==> src/rtl/fpcr_pkg.sv <==
package fpcr_pkg;
  localparam int IDX_W    = 4;
  localparam int NUM_REGS = 10;

  localparam int IDX_STATUS = 0;
  localparam int IDX_TOP    = 1;
  localparam int IDX_TAG    = 2;
  localparam int IDX_CTRL   = 3;
  localparam int IDX_OPC    = 4;
  localparam int IDX_SIMD   = 5;
  localparam int IDX_ISEL   = 6;
  localparam int IDX_OSEL   = 7;
  localparam int IDX_IOFF   = 8;
  localparam int IDX_OOFF   = 9;

  localparam int TOP_LO = 11;
  localparam int TOP_W  = 3;

  localparam int WORD_BITS = 16;
  localparam int TAG_BITS  = 8;
  localparam int SIMD_BITS = 32;
  localparam int SEL_BITS  = 16;
  localparam int OFF_BITS  = 32;

  typedef struct packed {
    logic [NUM_REGS-1:0] load;
    logic                topFromStatus;
    logic                wide;
  } fpcrStrobe_t;

  function automatic int fieldBits(int idx, bit wide, int dataW);
    case (idx)
      IDX_STATUS, IDX_CTRL, IDX_OPC: return WORD_BITS;
      IDX_TOP:                       return TOP_W;
      IDX_TAG:                       return TAG_BITS;
      IDX_SIMD:                      return SIMD_BITS;
      IDX_ISEL, IDX_OSEL:            return wide ? dataW : SEL_BITS;
      IDX_IOFF, IDX_OOFF:            return wide ? dataW : OFF_BITS;
      default:                       return 0;
    endcase
  endfunction
endpackage

==> src/rtl/fpcr_ctrl.sv <==
module fpcr_ctrl
  import fpcr_pkg::*;
(
  input  logic             wrEn,
  input  logic [IDX_W-1:0] wrIdx,
  input  logic             longMode,
  output fpcrStrobe_t      strobe
);
  always_comb begin
    strobe      = '0;
    strobe.wide = longMode;
    for (int i = 0; i < NUM_REGS; i++) begin
      if (wrEn && (wrIdx == IDX_W'(i))) strobe.load[i] = 1'b1;
    end
    strobe.topFromStatus = strobe.load[IDX_STATUS];
  end
endmodule

==> src/rtl/fpcr_datapath.sv <==
module fpcr_datapath
  import fpcr_pkg::*;
#(
  parameter int DATA_W = 64
) (
  input  logic              clk,
  input  logic              rstN,
  input  fpcrStrobe_t       strobe,
  input  logic [DATA_W-1:0] wrData,
  input  logic [IDX_W-1:0]  rdIdx,
  output logic [DATA_W-1:0] rdData
);
  localparam logic [DATA_W-1:0] ALL_ONES = {DATA_W{1'b1}};
  localparam logic [DATA_W-1:0] TOP_FIELD =
    DATA_W'((1 << TOP_W) - 1) << TOP_LO;

  logic [DATA_W-1:0] regFlat [NUM_REGS];

  for (genvar g = 0; g < NUM_REGS; g++) begin : gReg
    localparam int NB = fieldBits(g, 1'b0, DATA_W);
    localparam int WB = fieldBits(g, 1'b1, DATA_W);
    localparam logic [DATA_W-1:0] CLR = (g == IDX_STATUS) ? TOP_FIELD : '0;
    localparam logic [DATA_W-1:0] NMASK = (ALL_ONES >> (DATA_W - NB)) & ~CLR;
    localparam logic [DATA_W-1:0] WMASK = (ALL_ONES >> (DATA_W - WB)) & ~CLR;
    localparam bit IS_TOP = (g == IDX_TOP);

    logic [DATA_W-1:0] q;
    logic [DATA_W-1:0] nextVal;
    logic              loadNow;

    always_comb begin
      nextVal = wrData & (strobe.wide ? WMASK : NMASK);
      loadNow = strobe.load[g];
      if (IS_TOP && strobe.topFromStatus) begin
        nextVal = DATA_W'(wrData[TOP_LO +: TOP_W]);
        loadNow = 1'b1;
      end
    end

    always_ff @(posedge clk or negedge rstN) begin
      if (!rstN)        q <= '0;
      else if (loadNow) q <= nextVal;
    end

    assign regFlat[g] = q;
  end

  always_comb begin
    rdData = '0;
    for (int i = 0; i < NUM_REGS; i++) begin
      if (rdIdx == IDX_W'(i)) rdData = regFlat[i];
    end
    if (rdIdx == IDX_W'(IDX_STATUS))
      rdData = rdData | (DATA_W'(regFlat[IDX_TOP][TOP_W-1:0]) << TOP_LO);
  end
endmodule

==> src/rtl/fpcr_bank.sv <==
module fpcr_bank
  import fpcr_pkg::*;
#(
  parameter int DATA_W = 64
) (
  input  logic              clk,
  input  logic              rstN,
  input  logic              wrEn,
  input  logic [IDX_W-1:0]  wrIdx,
  input  logic [DATA_W-1:0] wrData,
  input  logic              longMode,
  input  logic [IDX_W-1:0]  rdIdx,
  output logic [DATA_W-1:0] rdData
);
  fpcrStrobe_t strobe;

  fpcr_ctrl u_ctrl (
    .wrEn     (wrEn),
    .wrIdx    (wrIdx),
    .longMode (longMode),
    .strobe   (strobe)
  );

  fpcr_datapath #(.DATA_W(DATA_W)) u_dp (
    .clk    (clk),
    .rstN   (rstN),
    .strobe (strobe),
    .wrData (wrData),
    .rdIdx  (rdIdx),
    .rdData (rdData)
  );
endmodule

==> config.mk <==
export PLATFORM = sky130hd
export DESIGN_NAME = fpcr_bank
export DESIGN_NICKNAME = d
export VERILOG_FILES = /design/src/rtl/fpcr_pkg.sv /design/src/rtl/fpcr_ctrl.sv /design/src/rtl/fpcr_datapath.sv /design/src/rtl/fpcr_bank.sv
export SDC_FILE = /design/constraint.sdc
export NUM_CORES = 1
export LEC_CHECK = 0
export CORE_ASPECT_RATIO = 0.7
export CORE_MARGIN = 1.5
export CORE_UTILIZATION = 51
export DETAILED_ROUTE_END_ITERATION = 6
export PLACE_DENSITY = 0.74
export REMOVE_ABC_BUFFERS = 1
export SLEW_MARGIN = 20
export SYNTH_ARGS = -nofsm -noshare
export SYNTH_HDL_FRONTEND = slang
export SYNTH_HIERARCHICAL = 1
export SYNTH_SLANG_ARGS = --single-unit
==> constraint.sdc <==
create_clock -name clk -period 3.2 [get_ports clk]
set_input_delay 0.32 -clock clk [delete_from_list [all_inputs] [get_ports clk]]
set_output_delay 0.32 -clock clk [all_outputs]
set_load 0.02 [all_outputs]
==> results of run 1 <==
worst max path at each step:
stage / end / slack (ns) / cells past startpoint
3_3_place_gp: rdData[9] / 0.13 / 7
5_1_grt: rdData[22] / 0.01 / 8
2_1_floorplan: u_dp/gReg[8].q[0] / -2.41 / 3
6_report: rdData[18] / 0.13 / 7
4_1_cts: rdData[9] / 0.07 / 7
3_5_place_dp: rdData[9] / 0.07 / 7
cell usage in the layout (no fill, tap or decap), drive strengths merged, types with 3 or more instances in the layout:
| cell | Yosys | layout |
|---|---|---|
| mux2 | 317 | 317 |
| a2bb2oi | 4 | 4 |
| nand3b | 8 | 8 |
| o21ai | 71 | 71 |
| nor2 | 30 | 30 |
| nand2b | 11 | 11 |
| or2 | 3 | 3 |
| clkbuf | 40 | 50 |
| a21oi | 23 | 23 |
| o221ai | 11 | 11 |
| mux2i | 29 | 29 |
| and3b | 4 | 4 |
| nor3 | 4 | 4 |
| a22o | 6 | 6 |
| a222oi | 8 | 8 |
| a22oi | 77 | 77 |
| nand3 | 55 | 55 |
| clkinv | 0 | 6 |
| nand2 | 55 | 55 |
| buf | 58 | 58 |
| or3 | 3 | 3 |
| inv | 37 | 41 |
| nor2b | 6 | 6 |
| and2 | 39 | 39 |
| dfrtp | 344 | 344 |
| clkdlybuf4s50 | 0 | 134 |
metal layers:
layer / vias up / share of wire [%] / GRT usage [%]
li1: 4819 / - / -
met1: 5431 / 46 / 37.5
met2: 334 / 46 / 39.3
met3: 52 / 7.0 / 5.18
met4: 2 / 1.5 / 6.06
met5: - / 0.033 / 0
cells by family (layout without fill, tap and decap cells):
family | after synthesis | count (layout) | synth area share (%)
muxes | 348 | 348 | 24.8
and+or+nand+nor | 228 | 228 | 7.67
other | 0 | 1 | 0
AOI/OAI and AO/OA | 212 | 212 | 8.95
DFF | 344 | 344 | 54.7
buffers and inverters | 135 | 292 | 3.83
metrics by stage:
step,std cells,total power [mW]
2_1_floorplan,1169,6.90
3_3_place_gp,1774,7.62
3_5_place_dp,1774,7.73
4_1_cts,1836,11.7
5_1_grt,1837,12.2
6_report,1837,11.6
what timing repair did:
action                     CTS  global route
hold endpoints to repair   100             0
setup endpoints to repair    0             1
resized for setup            0             2
hold buffers                 1             0
tightest hold or removal path, stage by stage:
cell and delay, ns:
buf_2 0.11, buf_12 0.18, nand3_1 0.09, o21ai_0 0.07
where the power goes:
group	total, mW	switching [mW]	internal (mW)	leakage (nW)
clock	3.96	1.67	2.29	0.553
sequential	5.74	0.478	5.26	4.33
combinational	1.93	0.839	1.09	3.29
total	11.6	2.99	8.65	8.18
final cells by class:
cell class | instances | area [µm²]
Antenna cell | 1 | 2.50
Multi-Input combinational cell | 788 | 6570
Clock buffer | 50 | 1010
Fill cell | 2342 | 11200
Sequential cell | 344 | 8610
Timing Repair Buffer | 194 | 2000
Clock inverter | 11 | 95.1
Tap cell | 412 | 515
Inverter | 37 | 139
==> flow_metrics.env, run 1 <==
export IMPL_fin_setup_tns_ns=0
export IMPL_synth_top_area_share_pct=54.7
export IMPL_status="complete, no violations"
export IMPL_cts_max_level=2
export IMPL_gp_congestion=0.783
export IMPL_drv_slew=0
export IMPL_yosys_most_used_dff="dfrtp_1"
export IMPL_ys_top_cells_by_area="dfrtp_1 (55%), mux2_2 (23%), a22oi_1 (3.7%), o21ai_0 (2.2%), mux2i_1 (1.8%)"
export IMPL_ant_nets=0
export IMPL_dr_first_iter_drc_count=745
export IMPL_leakage_nw=8.18
export IMPL_fin_util_pct=62.8
export IMPL_period_needed_ns=3.07
export IMPL_cts_tree="done"
export IMPL_clk_pin_slew_ns=0.05
export IMPL_power_density_nw_per_um2=614
export IMPL_fin_skew_ns=0
export IMPL_grt_max_degree=109
export IMPL_yosys_register_bits=344
export IMPL_routedWlPerCell_um=21.3
export IMPL_stdcell_area_um2=18900
export IMPL_holdCritStartpoint="longMode"
export IMPL_min_period_over_period_pct=95.9
export IMPL_rsz0062_at_grt="false"
export IMPL_wl_um=39200
export IMPL_grt_pass1_wl_um=63300
export IMPL_dr_pass1_iters=5
export IMPL_synth_distinct_cells=54
export IMPL_root_buffer="clkbuf_16"
export IMPL_regMostFlops="u_dp/gReg.q"
export IMPL_clkSinkCount=344
export IMPL_reg_top3="u_dp/gReg.q (344)"
export IMPL_setup_viol=0
export IMPL_dp_hpwl_um=24100
export IMPL_cpPeakStageDelay_ns=0.70
export IMPL_holdWs_ns=0.338
export IMPL_drc=0
export IMPL_max_cap_violations=0
export IMPL_max_clock_freq_mhz=326
export IMPL_syn2layout_area_growth_pct=20.4
export IMPL_portBuffers=139
export IMPL_antenna_found_initial=2
export IMPL_cts_setup_buffers=0
export IMPL_gr_total_overflow=0
export IMPL_grt_pass1_vias=11200
export IMPL_ys_seq_area_share_pct=54.7
export IMPL_die_y_um=150
export IMPL_hold_viol_final=0
export IMPL_start_util_pct=52.1
export IMPL_fin_nets=1476
export IMPL_ys_warn_count=6
export IMPL_vias_per_cell=5.79
export IMPL_syn_inst=1267
export IMPL_die_w_um=213
export IMPL_holdPathStages=4
export IMPL_placedInstanceArea_um2=17800
export IMPL_peakVddDrop_v=0.000353
export IMPL_synth_most_common_cell="dfrtp_1"
export IMPL_fp_row_count=53
export IMPL_crit_path_frequent_cell="clkdlybuf4s50_1"
export IMPL_synth_commonest_cells="dfrtp_1 (344), mux2_2 (317), a22oi_1 (77)"
export IMPL_startpoint="rdIdx[2]"
export IMPL_tightest_slew_ns=0.894
export IMPL_r2r_end="u_dp/gReg[6].q[44]"
export IMPL_coreArea_um2=30200
export IMPL_crit_required_ns=2.88
export IMPL_finalWorstSetupSlack_ns=0.131
export IMPL_synth_edf_count=0
export IMPL_path_delay_family="buffers and inverters"
export IMPL_yosys_area_top_type="dfrtp_1"
export IMPL_largest_reg_flops=344
export IMPL_synth_area_per_cell_um2=12.4
export IMPL_hold_path_end="u_dp/gReg[7].q[26]"
export IMPL_track_usage_pct=25.6
export IMPL_syn_area_um2=15700
export IMPL_cp_cell_sequence="clkdlybuf4s50_1, nand2b_1, nor2_2, buf_4, a22oi_1, o221ai_1, clkdlybuf4s50_1"
export IMPL_final_layout_size_suffix_gt1_share_pct=31.5
export IMPL_pre_cts_ws_ns=0.0725
export IMPL_worstRegToRegCells=1
export IMPL_worstPathArrival_ns=2.75
export IMPL_worstReg2RegStart="u_dp/gReg[6].q[44]"
export IMPL_cp_slowest_cell="clkdlybuf4s50_1"
export IMPL_max_slew_margin_pct=40.4
export IMPL_die_area_um2=31900
export IMPL_min_path_type="in2reg"
export IMPL_path_buf_inv=3
export IMPL_num_vias=10600
export IMPL_end_kind="primary output"
export IMPL_cts_buffers=35
export IMPL_crit_fanout=11
export IMPL_io_pins=140
export IMPL_start_kind="input pin"
export IMPL_clock_tree_buffer_depth=3
export IMPL_r2r_slack_ns=2.40
export IMPL_async_flop_share_pct=100
export IMPL_insertion_delay_ns=0.52
export IMPL_worstSetupPathType="in2out"
(Power assumes the default switching activity.)
==> run 2, diff against run 1 <==
--- a/config.mk
+++ b/config.mk
@@ -9,6 +9,7 @@
 export CORE_MARGIN = 1.5
 export CORE_UTILIZATION = 51
 export DETAILED_ROUTE_END_ITERATION = 6
+export GPL_ROUTABILITY_DRIVEN = 0
 export PLACE_DENSITY = 0.74
 export REMOVE_ABC_BUFFERS = 1
 export SLEW_MARGIN = 20
==> results of run 2 <==
The final DEF is identical to that of run 1; final timing and power are the same.
